`src/rtl/divPkg.sv`:
```
package divPkg;
  // Strobes sent from the sequencer to the datapath each cycle
  typedef struct packed {
    logic load;      // capture operands, clear quotient, marker to bit 0
    logic loadZero;  // capture zero-divisor result
    logic shiftL;    // scale divisor and marker up one place
    logic step;      // trial subtract at current position
    logic lastStep;  // marker already at bit 0: do not shift down
  } divStrobes_t;
endpackage

```
`src/rtl/divDatapath.sv`:
```
module divDatapath
  import divPkg::*;
#(
  parameter int W = 32
) (
  input  logic         clk,
  input  logic         rst,
  input  divStrobes_t  strb,
  input  logic [W-1:0] dividendIn,
  input  logic [W-1:0] divisorIn,
  output logic         canShift,
  output logic         markerAtBase,
  output logic         divisorZero,
  output logic [W-1:0] quotient,
  output logic [W-1:0] remainder,
  output logic         divByZero
);
  localparam int WX = W + 1;

  logic [W-1:0] remReg, divReg, quotReg, marker;
  logic         dbzReg;
  logic [WX-1:0] scaledNext;
  logic          fits;

  assign scaledNext   = {divReg, 1'b0};
  assign canShift     = !divReg[W-1] && ({1'b0, remReg} >= scaledNext);
  assign fits         = remReg >= divReg;
  assign markerAtBase = marker[0];
  assign divisorZero  = (divisorIn == '0);

  always_ff @(posedge clk) begin
    if (rst) begin
      remReg  <= '0;
      divReg  <= '0;
      quotReg <= '0;
      marker  <= W'(1);
      dbzReg  <= 1'b0;
    end else if (strb.load) begin
      remReg  <= dividendIn;
      divReg  <= divisorIn;
      quotReg <= '0;
      marker  <= W'(1);
      dbzReg  <= 1'b0;
    end else if (strb.loadZero) begin
      remReg  <= dividendIn;
      divReg  <= divisorIn;
      quotReg <= '1;
      marker  <= W'(1);
      dbzReg  <= 1'b1;
    end else if (strb.shiftL) begin
      divReg <= divReg << 1;
      marker <= marker << 1;
    end else if (strb.step) begin
      if (fits) begin
        remReg  <= remReg - divReg;
        quotReg <= quotReg + marker;
      end
      if (!strb.lastStep) begin
        divReg <= divReg >> 1;
        marker <= marker >> 1;
      end
    end
  end

  assign quotient  = quotReg;
  assign remainder = remReg;
  assign divByZero = dbzReg;


  marker_onehot_chk: assert property (@(posedge clk) disable iff (rst)
    $onehot(marker));


  no_overflow_chk: assert property (@(posedge clk) disable iff (rst)
    strb.shiftL |-> !divReg[W-1]);


  rem_below_div_chk: assert property (@(posedge clk) disable iff (rst)
    (strb.step && strb.lastStep) |=> (remReg < divReg));


  zero_result_chk: assert property (@(posedge clk) disable iff (rst)
    strb.loadZero |=> (dbzReg && quotReg == '1));
endmodule

```
`src/rtl/divControl.sv`:
```
module divControl
  import divPkg::*;
(
  input  logic        clk,
  input  logic        rst,
  input  logic        start,
  input  logic        canShift,
  input  logic        markerAtBase,
  input  logic        divisorZero,
  output divStrobes_t strb,
  output logic        busy,
  output logic        done
);
  typedef enum logic [1:0] {IDLE, NORM, SUB} divState_t;

  divState_t state, stateNext;
  logic      doneReg, doneNext;

  always_comb begin
    strb      = '0;
    stateNext = state;
    doneNext  = 1'b0;
    unique case (state)
      IDLE: if (start) begin
        if (divisorZero) begin
          strb.loadZero = 1'b1;
          doneNext      = 1'b1;
        end else begin
          strb.load = 1'b1;
          stateNext = NORM;
        end
      end
      NORM: begin
        if (canShift) strb.shiftL = 1'b1;
        else          stateNext   = SUB;
      end
      SUB: begin
        strb.step     = 1'b1;
        strb.lastStep = markerAtBase;
        if (markerAtBase) begin
          stateNext = IDLE;
          doneNext  = 1'b1;
        end
      end
      default: stateNext = IDLE;
    endcase
  end

  always_ff @(posedge clk) begin
    if (rst) begin
      state   <= IDLE;
      doneReg <= 1'b0;
    end else begin
      state   <= stateNext;
      doneReg <= doneNext;
    end
  end

  assign busy = (state != IDLE);
  assign done = doneReg;


  done_pulse_chk: assert property (@(posedge clk) disable iff (rst)
    done |=> !done);


  busy_follows_start_chk: assert property (@(posedge clk) disable iff (rst)
    (start && !busy && !divisorZero) |=> busy);


  zero_immediate_chk: assert property (@(posedge clk) disable iff (rst)
    (start && !busy && divisorZero) |=> (done && !busy));
endmodule

```
`src/rtl/shiftSubDivider.sv`:
```
module shiftSubDivider
  import divPkg::*;
#(
  parameter int W = 32
) (
  input  logic         clk,
  input  logic         rst,
  input  logic         start,
  input  logic [W-1:0] dividend,
  input  logic [W-1:0] divisor,
  output logic         busy,
  output logic         done,
  output logic [W-1:0] quotient,
  output logic [W-1:0] remainder,
  output logic         divByZero
);
  divStrobes_t strb;
  logic canShift, markerAtBase, divisorZero;

  divControl i_ctrl (
    .clk(clk), .rst(rst), .start(start),
    .canShift(canShift), .markerAtBase(markerAtBase), .divisorZero(divisorZero),
    .strb(strb), .busy(busy), .done(done)
  );

  divDatapath #(.W(W)) i_dp (
    .clk(clk), .rst(rst), .strb(strb),
    .dividendIn(dividend), .divisorIn(divisor),
    .canShift(canShift), .markerAtBase(markerAtBase), .divisorZero(divisorZero),
    .quotient(quotient), .remainder(remainder), .divByZero(divByZero)
  );
endmodule

```
`config.mk`:
```
export PLATFORM = sky130hd
export DESIGN_NAME = shiftSubDivider
export DESIGN_NICKNAME = d
export VERILOG_FILES = /design/src/rtl/divPkg.sv /design/src/rtl/divDatapath.sv /design/src/rtl/divControl.sv /design/src/rtl/shiftSubDivider.sv
export SDC_FILE = /design/constraint.sdc
export NUM_CORES = 1
export LEC_CHECK = 0
export BUFFER_PORTS_ARGS = -buffer_cell sky130_fd_sc_hd__clkbuf_2
export CAP_MARGIN = 25
export CORE_MARGIN = 10
export CORE_UTILIZATION = 30
export DETAILED_ROUTE_END_ITERATION = 7
export SLEW_MARGIN = 20
export SYNTH_ARGS = -nofsm -noshare
export SYNTH_HDL_FRONTEND = slang
export SYNTH_SLANG_ARGS = --single-unit
```
`constraint.sdc`:
```
create_clock -name clk -period 2.8 [get_ports clk]
set_input_delay 0.14 -clock clk [delete_from_list [all_inputs] [get_ports clk]]
set_output_delay 0.14 -clock clk [all_outputs]
set_load 0.005 [all_outputs]
```
Word level (Yosys, flattened, before mapping)
Cells that the tools add are included.
{"block": "word_totals", "inputBits": 67, "ff_bits": 132, "mem_count": 0, "latchBits": 0, "romBits": 0, "ramBits": 0, "wordCells": 71, "out_inout_bits": 67}
{"block": "op_classes", "n_eq_ne": 10, "n_div": 0, "bitwise": 0, "n_mux": 32, "multipliers": 0, "reduce_logical": 18, "shifts": 0, "addsub": 2, "magnitude_cmp": 2}
{"cell": "32-bit two-way mux", "n": 17}
{"cell": "32-bit by 33-bit greater-or-equal comparator with 1-bit output", "n": 1}
{"cell": "32-bit adder", "n": 1}
{"cell": "32-bit greater-or-equal comparator", "n": 1}
{"cell": "32-bit zero test", "n": 1}
{"cell": "32-bit subtractor", "n": 1}
{"cell": "2-bit two-way mux", "n": 7}
{"cell": "2-bit != test (second input constant)", "n": 4}
{"cell": "2-bit nonzero test", "n": 4}
{"cell": "1-bit two-way mux", "n": 6}
{"cell": "2-bit case mux with 3 select lines", "n": 1}
{"cell": "3-bit AND reduction", "n": 2}
{"cell": "3-bit nonzero test", "n": 2}
{"cell": "2-bit by 1-bit != test with 1-bit output (second input constant)", "n": 2}
{"cell": "4-bit != test (second input constant)", "n": 1}
{"cell": "2-bit AND reduction", "n": 2}
{"cell": "4-bit AND reduction", "n": 1}
{"cell": "4-bit nonzero test", "n": 1}
{"cell": "3-bit by 1-bit != test with 1-bit output (second input constant)", "n": 1}
{"cell": "3-bit OR reduction", "n": 1}
{"cell": "2-bit by 1-bit == test with 1-bit output (second input constant)", "n": 1}
{"cell": "2-bit == test (second input constant)", "n": 1}
{"cell": "2-bit zero test", "n": 1}
{"cell": "1-bit case mux with 2 select lines", "n": 1}
{"cell": "3 further kinds", "n": 3}

Longest topological paths before layout
Gate-level depths: netlist (run 1).
{"block": "logic_depth", "depth_word": 7, "depth_mapped": 14, "ltp_nobuf": 12}

Hierarchy
Synthesis (run 1) repeated with hierarchy kept, for this count alone.
{"block": "hier_totals", "hier_cells": 1303, "hier_area_um2": 10067.2}
{"module": "divDatapath", "seq_area_each_um2": 2582.5, "area_each_um2": 9889.5, "n_inst": 1, "cells_each": 1285}
{"module": "divControl", "seq_area_each_um2": 60.1, "area_each_um2": 177.7, "n_inst": 1, "cells_each": 18}

Worst setup path after synthesis (run 1)
No wires, ideal clock.
{"block": "synth_path", "path_kind": "reg-to-reg", "startpoint": "register i_dp.quotReg[9] (netlist: i_dp.quotient[9])", "endpoint": "register i_dp.quotReg[31] (netlist: i_dp.quotient[31])", "setup_slack_ns": 0.139, "arrival_time_ns": 2.542, "period_less_slack_ns": 2.661, "n_path_buf": 0, "stages_incl_launch_ff": 11, "required_time_ns": 2.680, "setup_ns": 0.120, "path_cell_list": "dfxtp_1 -> ha_1 -> and3_4 -> a221oi_2 -> o32a_2 -> nand2_2 -> a31o_1 -> and4_4 -> o31a_1 -> o31a_1 -> o31a_1"}
{"block": "synth_via", "elab_chain_len": 5}
{"element": "start: declaration", "line_no": "divDatapath.sv:20", "text": "logic [W-1:0] remReg, divReg, quotReg, marker;"}
{"element": "start signal: assignment", "line_no": "divDatapath.sv:56", "text": "quotReg <= quotReg + marker;"}
{"element": "32-bit adder", "line_no": "divDatapath.sv:56"}
{"element": "32-bit two-way mux", "line_no": "divDatapath.sv:54", "text": "if (fits) begin"}
{"element": "32-bit two-way mux", "line_no": "divDatapath.sv:53", "text": "end else if (strb.step) begin"}
{"element": "32-bit two-way mux", "line_no": "divDatapath.sv:50", "text": "end else if (strb.shiftL) begin"}
{"element": "32-bit two-way mux", "line_no": "divDatapath.sv:44", "text": "end else if (strb.loadZero) begin"}
No other way between the ends. The select of a mux whose other input is x is not followed.
A chain may end at the register's enable or synchronous reset.

Final worst setup path (run 1)
{"block": "layout_path", "startpoint": "register i_dp.divReg[5]", "endpoint": "register i_dp.divReg[19]"}
{"block": "layout_via", "elab_chain_len": 7, "word_cells_on_any_way": 10, "classes_between": "1 x order compare; 1 x eq/ne; 5 x mux; 3 x reduce/logical"}
{"element": "start: declaration", "line_no": "divDatapath.sv:20"}
{"element": "start signal: assignment", "line_no": "divDatapath.sv:40", "text": "divReg <= divisorIn;"}
{"element": "start signal: assignment", "line_no": "divDatapath.sv:46", "text": "divReg <= divisorIn;"}
{"element": "start signal: assignment", "line_no": "divDatapath.sv:51", "text": "divReg <= divReg << 1;"}
{"element": "32-bit by 33-bit greater-or-equal comparator with 1-bit output (*)", "line_no": "divDatapath.sv:26", "text": "assign canShift = !divReg[W-1] && ({1'b0, remReg} >= scaledNext);"}
{"element": "1-bit logical AND (*)", "line_no": "divDatapath.sv:26"}
{"element": "1-bit two-way mux (*)", "line_no": "divControl.sv:34", "text": "if (canShift) strb.shiftL = 1'b1;"}
{"element": "1-bit two-way mux (*)", "line_no": "divControl.sv:23", "text": "unique case (state)"}
{"element": "32-bit two-way mux", "line_no": "divDatapath.sv:50"}
{"element": "32-bit two-way mux", "line_no": "divDatapath.sv:44"}
{"element": "32-bit two-way mux", "line_no": "divDatapath.sv:38", "text": "end else if (strb.load) begin"}
Mark *: on every way between the ends. The rest lies on a longest branch, timed or not.

==> metrics.txt, run 1 <==
n_diodes=0; row count=65; CTS tree=done; max-cap violations=0; Final Hold Viols=0; CP max FO=8; Core Area=0.0316 mm2; clock skew=between 0.01 and 0.015 ns; RSZ-0062 raised after global routing=yes; mapped cell area=0.00960 mm2; syn_area_per_cell=7.91 um2; critical path capture point type=flip-flop; CTS clock-pin slew for the worst setup and hold paths=0.06 ns; port buffer count=133; Max transition margin=~44%; top-area cell type share of the netlist area=27.5%; Ys Warns=0; DP Area=roughly 0.012 mm2; WL met3=2260 um; Mapped Nets=1377; Peak supply drop=0.000437 V; clk buf depth=2; initial antenna violation count=1; Max Slew Vio Count=0; Post-Syn Instances=1214; Initial DRC Count=654; synthesis-to-finish area growth=50.9%; Final setup viols=26; largest net degree at the start of global routing=64; Leak Pwr=6.20 nW; vias in the first global route=10300; Layout Utilization=a little under half; layout net count=1712; met2 wire len=17600 um; clock sink count=132; Yosys top cell by area=dfxtp_1; Post-synth EDFFs=0; number of H-tree levels=4; Slew @ Worst Pin=0.841 ns; clk_lat worst skew=approximately 0.44 ns; outcome=finished with violations; GRT Util Overall=17.2%; die height=199 um; # IOs=134; gp weighted congestion=0.889; minimum clock period=2.87 ns; hpwl dp=25700 um; synth unique cells=slightly above 80; routed vias=between 10000 and 15000; final instance area=0.0145 mm2; Top Layer Used=met5; ANT nets after route=0; Fmax achieved=0.348 GHz; drt wl/cell=18.8 um; Post-synth top flop=dfxtp_1; global-route wire length before repair=55000 um; Post-Route WL=36900 um; Setup WS post-layout=-0.0732 ns; Initial Util=between 30% and 40%; Worst EP required=3.08 ns; die area=0.0395 mm2; Worst Hold Class=primary input to flip-flop; setup TNS=-0.568 ns; gr ovfl total=0; startpoint types=flip-flop; WP data arrival=3.15 ns; FFs w/ async S/R, synth=0%; Fill cells=3013; top post-synthesis cells by area=dfxtp_1, ha_1, a21oi_1, nand2_1, a211oi_1; Via density=5.48; post-synthesis sequential area ratio=27.5%; DRT met1 WL=16200 um; TritonCTS buffer count=17; Die Wd=199 um; share of layout cells above drive strength 1=37.4%; synthesis-stage register bit count=132; DRT Pass-1 Iters=5; Final Cycle Share=103%; Pwr per Cell Area=537 mW/mm2; drt drc=0; Setup CP Type=flip-flop to flip-flop; failing checks=negative setup slack; Root Driver=clkbuf_16
[power by group]
group | switching [mW] | total (mW) | internal (mW)
clock network | 0.986 | 2.31 | 1.32
registers | 0.138 | 2.15 | 2.01
logic | 1.75 | 3.32 | 1.57
[cell usage in the layout (no fill, tap or decap), types with 14 or more instances in the layout]
| cell | count |
|---|---|
| a211oi_1 | 44 |
| a21o_1 | 40 |
| a21oi_1 | 102 |
| a21oi_2 | 18 |
| a221oi_2 | 23 |
| a22oi_1 | 28 |
| buf_4 | 189 |
| buf_6 | 14 |
| clkbuf_16 | 23 |
| clkbuf_2 | 133 |
| dfxtp_1 | 103 |
| dfxtp_2 | 29 |
| dlygate4sd3_1 | 31 |
| ha_1 | 70 |
| ha_4 | 20 |
| inv_1 | 41 |
| nand2_1 | 121 |
| nand2b_1 | 15 |
| nand3_1 | 14 |
| nor2_1 | 90 |
| nor3_1 | 31 |
| o21ai_0 | 35 |
| o21ai_1 | 24 |
| xnor2_1 | 22 |
| xor2_1 | 26 |
[per-stage QoR]
stage                     worst slack (ns)  cells  total power, mW  hold WS [ns]
after floorplan                      0.139   1214             3.72         0.276
after global placement              -0.175   1856             4.70         0.390
after detailed placement            -0.198   1856             4.73         0.393
after CTS                          -0.0299   1939             7.31      0.000885
after global routing                -0.156   1964             8.20      0.000906
final                              -0.0732   1964             7.78       0.00715
[cells in the mapped netlist (4+ instances only)]
master / number
a22oi_1: 29
and2_1: 9
o21a_1: 10
o31a_1: 4
nor3_1: 35
a311oi_1: 15
dfxtp_1: 132
a221oi_1: 31
nand2_1: 127
nor2_1: 94
a211oi_1: 57
a21oi_1: 121
a2111oi_0: 5
a21o_1: 40
ha_1: 94
and4_1: 5
inv_1: 47
or3_1: 4
nor4_1: 14
o211ai_1: 7
xor2_1: 26
nand3b_1: 4
nand2b_1: 16
xnor2_1: 22
o22ai_1: 7
nor2b_1: 12
clkbuf_1: 50
buf_2: 16
o21bai_1: 5
nand3_1: 14
o21ai_0: 38
nand4_1: 13
o21ai_1: 27
a31oi_1: 8
and3_1: 8
[layout make-up]
class | count | area (um2) | area share, %
Clock inverter | 14 | 151 | 1.05
Tap cell | 402 | 503 | 3.47
Sequential cell | 132 | 2680 | 18.5
Inverter | 47 | 176 | 1.22
Multi-Input combinational cell | 964 | 7550 | 52.1
Timing Repair Buffer | 387 | 2990 | 20.7
Clock buffer | 18 | 429 | 2.96
[kinds of logic (layout without fill, tap and decap cells)]
family | count (synthesis) | count (layout) | synth area share [%]
adder cells (fa/ha/maj) | 96 | 96 | 12.7
buffers and inverters | 118 | 466 | 4.94
multiplexers | 1 | 1 | 0.104
AO/OA/AOI/OAI | 448 | 448 | 32.1
AND/OR/NAND/NOR | 371 | 371 | 18.3
XOR/XNOR | 48 | 48 | 4.38
flip-flops | 132 | 132 | 27.5
[registers in the layout, indices dropped and copies added, names as in the netlist]
signal	cells
i_ctrl.done	1
i_ctrl.state	2
i_dp.divByZero	1
i_dp.divReg	32
i_dp.marker	32
i_dp.quotient	32
i_dp.remainder	32
[worst max-delay path: stages (launching register included)]
cell and delay, ns:
dfxtp_2 0.35, inv_2 0.06, ha_4 0.21, a21o_1 0.17, a21o_1 0.18, a21oi_2 0.15
o21ai_2 0.09, a221oi_4 0.34, a211oi_2 0.13, buf_4 0.15, or2_4 0.30, buf_12 0.18
a221oi_4 0.30, a211oi_2 0.11
[what timing repair did]
action,CTS,global route
endpoints found under the setup margin,122,124
endpoints found under the hold margin,31,0
setup buffers,18,18
cloned,2,8
resized for setup,73,157
pin swaps,31,95
hold buffers,31,0
[final timing paths]
check                                                  start                      endpoint  slack (ns)  depth (start not counted)
worst max-delay path             i_dp.divReg[5]$_SDFFE_PP0P_  i_dp.divReg[19]$_SDFFE_PP0P_       -0.07                         13
worst min-delay path                              divisor[4]   i_dp.divReg[4]$_SDFFE_PP0P_       0.007                          3
worst max register to register   i_dp.divReg[5]$_SDFFE_PP0P_  i_dp.divReg[19]$_SDFFE_PP0P_       -0.07                         13
worst min register to register  i_ctrl.state[0]$_SDFFE_PP0P_        i_ctrl.done$_SDFF_PP0_        0.47                          1
[routing by layer]
metal | global-route usage (%) | vias to the layer above
met3 | 3.57 | 59
met2 | 28.2 | 363
met1 | 22.3 | 5097
met5 | 0 | -
met4 | 5.09 | 2
li1 | - | 5244
No activity file was read; power rests on OpenSTA's default activity.
==> run 2: changes to the inputs <==
--- a/config.mk
+++ b/config.mk
@@ -7,7 +7,8 @@
 export LEC_CHECK = 0
 export BUFFER_PORTS_ARGS = -buffer_cell sky130_fd_sc_hd__clkbuf_2
 export CAP_MARGIN = 25
-export CORE_MARGIN = 10
+export CORE_ASPECT_RATIO = 1.5
+export CORE_MARGIN = 4
 export CORE_UTILIZATION = 30
 export DETAILED_ROUTE_END_ITERATION = 7
 export SLEW_MARGIN = 20
==> run 2 against run 1 <==
Effect of this change:
- the run ends with negative hold slack left
- design area decreased by 1.4%
- final cell count decreased by 0.25%
- combinational power decreased by 5%
- critical path type unchanged
- critical endpoint is now i_dp.divReg[13]$_SDFFE_PP0P_
- highest routed layer unchanged
==> metrics.txt, run 2 (synthesized netlist as in run 1, its figures left out) <==
cell mode on critical path=a21o_1; ANT nets after route=0 (unchanged); worst-path cell chain=ha_1, a21o_1, a21o_1, a21oi_2, o21ai_2, a221oi_2, buf_4, a211oi_4, buf_6, nor3_4, buf_12, clkbuf_16, nand2_2, a211oi_2; row count=80 (+23%); Final Hold Viols=1 (+1); number of H-tree levels=4 (unchanged); # IOs=134 (unchanged); Fill cells=3075 (+2.1%); port buffer count=133 (unchanged); CTS tree=done; sequential share of power=28.5% (+0.9 points); Pwr per Cell Area=529 mW/mm2 (-1.5%); DP Area=0.0119 mm2 (+0.15%); gp weighted congestion=0.948 (+6.6%); drt wl/cell=18.9 um (+0.38%); critical path capture point type=flip-flop; startpoint types=flip-flop; CP max FO=6 (-2); Post-Route WL=37000 um (+0.12%); Worst EP required=3.16 ns (+0.08 ns); TritonCTS buffer count=17 (unchanged); Setup CP Type=flip-flop to flip-flop; global-route wire length before repair=54600 um (-0.75%); CP max stage cell=dfxtp_1; initial antenna violation count=2 (+1); DP Worst Slack=-0.194 ns (+0.00390 ns); layout net count=1699 (-0.76%); max-cap violations=0 (unchanged); area of the multi-input gates=0.00747 mm2 (-1.0%); gr ovfl total=0 (unchanged); failing checks=negative hold slack; Crit. Startpoint=i_dp.remainder[5]$_SDFFE_PP0P_; hold path start=divisor[31]; CP top delay family=compound AO/OA/AOI/OAI gates; Largest stage delay, worst path=0.36 ns (about the same); Reg-to-Reg Start=i_dp.remainder[5]$_SDFFE_PP0P_; Final Cycle Share=98.8% (-3.8 points); die height=227 um (+14%); clock power share=29.6% (about the same); clock sink count=132 (unchanged); Comb power frac=41.9% (-0.8 points); GRT Util Overall=19.6% (+2.3 points); n_diodes=0 (unchanged); Initial Util=30.2% (-0.17 points); Pint=4.66 mW (-4.8%); minimum clock period=2.77 ns (-0.108 ns); clk buf depth=2 (unchanged); Setup WS post-layout=0.0344 ns (+0.108 ns); Psw=2.89 mW (+0.56%); Slew @ Worst Pin=0.919 ns (+0.0776 ns); drt drc=0 (unchanged); Core Area=0.0317 mm2 (+0.55%); synthesis-to-finish area growth=48.8%; vias in the first global route=10500 (+1.7%); Fmax achieved=0.362 GHz (+3.9%); commonest cells after routing, fill and taps aside=buf_4, clkbuf_2, dfxtp_1; Leak Pwr=6.12 nW (-1.3%); Initial DRC Count=510 (-22%); CTS clock-pin slew for the worst setup and hold paths=0.07 ns (about the same); RSZ-0062 raised after global routing=yes; CP Buf/Inv Count=4 (+1); die area=0.0350 mm2 (-12%); Max Slew Vio Count=0 (unchanged); largest net degree at the start of global routing=83 (+30%); Max transition margin=38.8% (-5.2 points); outcome=finished with violations; Root Driver=clkbuf_16; share of layout cells above drive strength 1=37.6% (+0.25 points); clk_lat worst skew=0.45 ns (about the same); WP data arrival=3.12 ns (-0.03 ns); DRT Pass-1 Iters=5 (unchanged); final hold slack=-0.00682 ns (-0.0140 ns); Via density=5.47 (-0.21%); hpwl dp=27100 um (+5.4%); Die Wd=154 um (-23%); Final setup viols=0 (-100%); Peak supply drop=0.000413 V (-5.4%); sequential cell area=0.00268 mm2 (about the same); most common cell after layout, fill and taps aside=buf_4; routed vias=10700 (-0.46%); Worst Hold Class=primary input to flip-flop; final instance area=0.0143 mm2 (-1.4%); sw frac=38.3% (+1.3 points); clock skew=0.00910 ns (-0.00584 ns)
## run 2: cell types whose count changed in the layout (fill, tap and decap cells not counted), sizes merged
| cell | delta |
|---|---|
| inv | +4 |
| clkinvlp | -1 |
| bufinv | -2 |
| dlygate4sd3 | +6 |
| clkinv | -1 |
| buf | -19 |
## run 2: final timing paths
path,slack (ns),to,cells past startpoint
setup / recovery,0.03,i_dp.divReg[13]$_SDFFE_PP0P_,14
hold / removal,-0.007,i_dp.divReg[31]$_SDFFE_PP0P_,3
setup reg to reg,0.03,i_dp.divReg[13]$_SDFFE_PP0P_,14
hold reg to reg,0.48,i_dp.divByZero$_SDFFE_PP0P_,2
## run 2: per-layer routing
| layer | global-route usage (%) | wire [um] | vias up |
|---|---|---|---|
| li1 | - | - | 5211 |
| met1 | 20.5 | 13700 | 5123 |
| met2 | 36.3 | 19700 | 291 |
| met3 | 3.63 | 1620 | 86 |
| met4 | 11.5 | 1930 | 4 |
| met5 | 0 | 25 | - |
## run 2: area by class of cell
type | instances | share of cell area (%)
clock buffers | 18 | 3.07
well taps | 410 | 3.59
repair buffers | 374 | 20.0
inverters | 47 | 1.25
flip-flops and latches | 132 | 18.8
multi-input cells | 964 | 52.3
clock inverters | 14 | 0.937
## run 2: timing repair
action	4_1_cts	5_1_grt
hold buffers	38	0
cloned	1	7
endpoints found under the setup margin	70	122
buffers inserted	3	14
resized for setup	24	218
pin swaps	10	86
hold endpoints to repair	40	0
## run 2: worst register-to-register path, cell delays in order, from the launching register on
cell and delay [ns]:
dfxtp_1 0.36, ha_1 0.22, a21o_1 0.18, a21o_1 0.16, a21oi_2 0.15, o21ai_2 0.09, a221oi_2 0.27, buf_4 0.18
a211oi_4 0.07, buf_6 0.14, nor3_4 0.27, buf_12 0.19, clkbuf_16 0.17, nand2_2 0.06, a211oi_2 0.18
## run 2: power by group through the flow
stage | logic [mW] | clock network (mW) | registers (mW)
6_report | 3.16 | 2.24 | 2.15
5_1_grt | 3.45 | 2.35 | 2.16
4_1_cts | 2.71 | 2.28 | 2.13
3_5_place_dp | 2.60 | 0 | 2.17
3_3_place_gp | 2.58 | 0 | 2.17
2_1_floorplan | 1.56 | 0 | 2.15
## run 2: metrics by stage
| step | setup TNS, ns | std cells | utilization, % | total power, mW |
|---|---|---|---|---|
| after floorplan | 0 | 1214 | - | 3.72 |
| after global placement | -3.17 | 1865 | 37.6 | 4.75 |
| after detailed placement | -5.80 | 1865 | 37.6 | 4.78 |
| after CTS | 0 | 1939 | 41.0 | 7.13 |
| after global routing | -2.37 | 1959 | 45.0 | 7.96 |
| final | 0 | 1959 | 45.0 | 7.56 |
==> run 3: changes to the inputs <==
--- a/config.mk
+++ b/config.mk
@@ -7,10 +7,13 @@
 export LEC_CHECK = 0
 export BUFFER_PORTS_ARGS = -buffer_cell sky130_fd_sc_hd__clkbuf_2
 export CAP_MARGIN = 25
+export CELL_PAD_IN_SITES_DETAIL_PLACEMENT = 2
+export CELL_PAD_IN_SITES_GLOBAL_PLACEMENT = 2
 export CORE_ASPECT_RATIO = 1.5
 export CORE_MARGIN = 4
 export CORE_UTILIZATION = 30
 export DETAILED_ROUTE_END_ITERATION = 7
+export PLACE_DENSITY_LB_ADDON = 0.1
 export SLEW_MARGIN = 20
 export SYNTH_ARGS = -nofsm -noshare
 export SYNTH_HDL_FRONTEND = slang
==> constraint.sdc (replaced) <==
create_clock -name clk -period 2.76 [get_ports clk]
set_input_delay 0.138 -clock clk [delete_from_list [all_inputs] [get_ports clk]]
set_output_delay 0.138 -clock clk [all_outputs]
set_load 0.005 [all_outputs]
==> run 3 against run 2 <==
Effect of this change:
- the run ends with negative setup slack left
- non-clock buffer count grew 125
- utilization grew 8.0 points
- hold slack gained 0.025 ns
- highest routed layer unchanged
==> metrics.txt, run 3 (synthesized netlist as in run 1, its figures left out) <==
Slew @ Worst Pin=1.00 ns (+0.0835 ns); hold path start=divisor[1]; Die Wd=154 um (unchanged); Hold Path End=i_dp.divReg[1]$_SDFFE_PP0P_; drt drc=0 (unchanged); clock skew=0.0136 ns (+0.00447 ns); Initial Util=30.2% (unchanged); synthesis-to-finish area growth=75.4%; share of layout cells above drive strength 1=52.2% (+15 points); minimum clock period=3.43 ns (+0.663 ns); row count=80 (unchanged); gp weighted congestion=0.878 (-7.3%); ANT nets after route=0 (unchanged); Root Driver=clkbuf_16; Max Slew Vio Count=0 (unchanged); Reg-to-Reg Start=i_dp.divReg[15]$_SDFFE_PP0P_; Top Layer Used=met5; initial antenna violation count=1 (-1); startpoint types=flip-flop; Crit. Startpoint=i_dp.divReg[15]$_SDFFE_PP0P_; largest net degree at the start of global routing=55 (-34%); DRT met1 WL=24100 um (+76%); register-to-register setup slack=-0.67 ns (-0.70 ns); GRT Util Overall=29.6% (+10 points); CTS clock-pin slew for the worst setup and hold paths=0.07 ns (about the same); Setup CP Type=flip-flop to flip-flop; met2 wire len=36200 um (+84%); Max transition margin=33.2% (-5.6 points); RSZ-0062 raised after global routing=yes; Final Hold Viols=0 (-1); CP max FO=5 (-1); die area=0.0350 mm2 (unchanged); Final Cycle Share=124% (+25 points); routed vias=12900 (+21%); Worst Hold Class=primary input to flip-flop; layout net count=1824 (+7.4%); Worst EP required=3.10 ns (-0.06 ns); WP data arrival=3.77 ns (+0.65 ns); outcome=finished with violations; drt wl/cell=33.3 um (+76%); final hold slack=0.0185 ns (+0.0254 ns); hpwl dp=33200 um (+23%); Setup WS post-layout=-0.668 ns (-0.703 ns); Peak supply drop=0.000472 V (+14%); clk_lat worst skew=0.47 ns (+0.02 ns); Fmax achieved=0.292 GHz (-19%); Post-Route WL=69400 um (+88%); Layout Utilization=53.0% (+8.0 points); port buffer count=133 (unchanged); clock sink count=132 (unchanged); Pwr per Cell Area=592 mW/mm2 (+12%); DRT Pass-1 Iters=5 (unchanged); WL met3=3510 um (+120%); Via density=6.21 (+14%); # IOs=134 (unchanged); WHS Path Cells=3 (unchanged); number of H-tree levels=4 (unchanged); gr ovfl total=0 (unchanged); Core Area=0.0317 mm2 (unchanged); total power=9.97 mW (+32%); Final setup viols=129 (+129); vias in the first global route=13700 (+30%); TritonCTS buffer count=17 (unchanged); CTS tree=done; Initial DRC Count=804 (+58%); critical path capture point type=flip-flop; RR Endpoint=i_dp.remainder[3]$_SDFFE_PP0P_; global-route wire length before repair=80500 um (+47%); clk buf depth=2 (unchanged); max-cap violations=0 (unchanged); die height=227 um (unchanged); failing checks=negative setup slack; Leak Pwr=7.09 nW (+16%); commonest cells after routing, fill and taps aside=buf_4, clkbuf_2, dfxtp_1; most common cell after layout, fill and taps aside=buf_4; Worst R2R Path Depth=13 (-1)
## run 3: report_power, final
group          internal [mW]  switching [mW]
clock                   1.72            1.11
combinational           2.10            2.84
sequential              2.04           0.162
## run 3: what timing repair did
item                                    CTS  global route
resized for setup                       236           282
endpoints found under the setup margin  125           129
pin swaps                                86           140
endpoints found under the hold margin    29             0
gates cloned                              8             9
hold buffers                             29             0
buffers inserted                         34            40
## run 3: through the flow
stage | setup WS [ns] | TNS [ns] | area, um2 | instances
after floorplan | 0.0986 | 0 | 9600 | 1214
after global placement | -0.350 | -15.15 | 12600 | 1943
after detailed placement | -0.351 | -22.72 | 12600 | 1943
after CTS | -0.0844 | -1.61 | 15100 | 2045
after global routing | -0.672 | -49.69 | 16800 | 2084
final | -0.668 | -48.73 | 16800 | 2085
## run 3: how the worst max path moves through the flow
stage                                                 end  slack [ns]  cells past startpoint
after floorplan            i_dp.quotient[31]$_SDFFE_PP0P_         0.1                     10
after global placement        i_dp.divReg[8]$_SDFFE_PP0P_       -0.35                     14
after detailed placement  i_dp.remainder[22]$_SDFFE_PP0P_       -0.35                     13
after CTS                  i_dp.quotient[31]$_SDFFE_PP0P_       -0.08                     13
after global routing       i_dp.remainder[3]$_SDFFE_PP0P_       -0.67                     13
final                      i_dp.remainder[3]$_SDFFE_PP0P_       -0.67                     13
## run 3: cell type report
cell class / count / area [um2]
Antenna cell: 1 / 2.50
Clock buffer: 18 / 439
Clock inverter: 14 / 233
Fill cell: 3223 / 14900
Inverter: 47 / 181
Multi-Input combinational cell: 964 / 8630
Sequential cell: 132 / 2690
Tap cell: 410 / 513
Timing Repair Buffer: 499 / 4150
## run 3: critical path, cell delays in order, from the launching register on
cell and delay, ns:
dfxtp_2 0.33, inv_1 0.14, ha_4 0.24, a21oi_1 0.26, o21ai_2 0.17, buf_4 0.20
o21ai_1 0.50, a31oi_4 0.13, buf_6 0.17, o21ai_4 0.31, clkbuf_16 0.27, buf_6 0.12
nand2_1 0.06, a311oi_1 0.38
## run 3: routing by layer
metal	up-vias	GRT usage, %
met5	-	0
met4	2	17.1
met3	304	4.05
met2	640	56.3
met1	6546	30.7
li1	5457	-
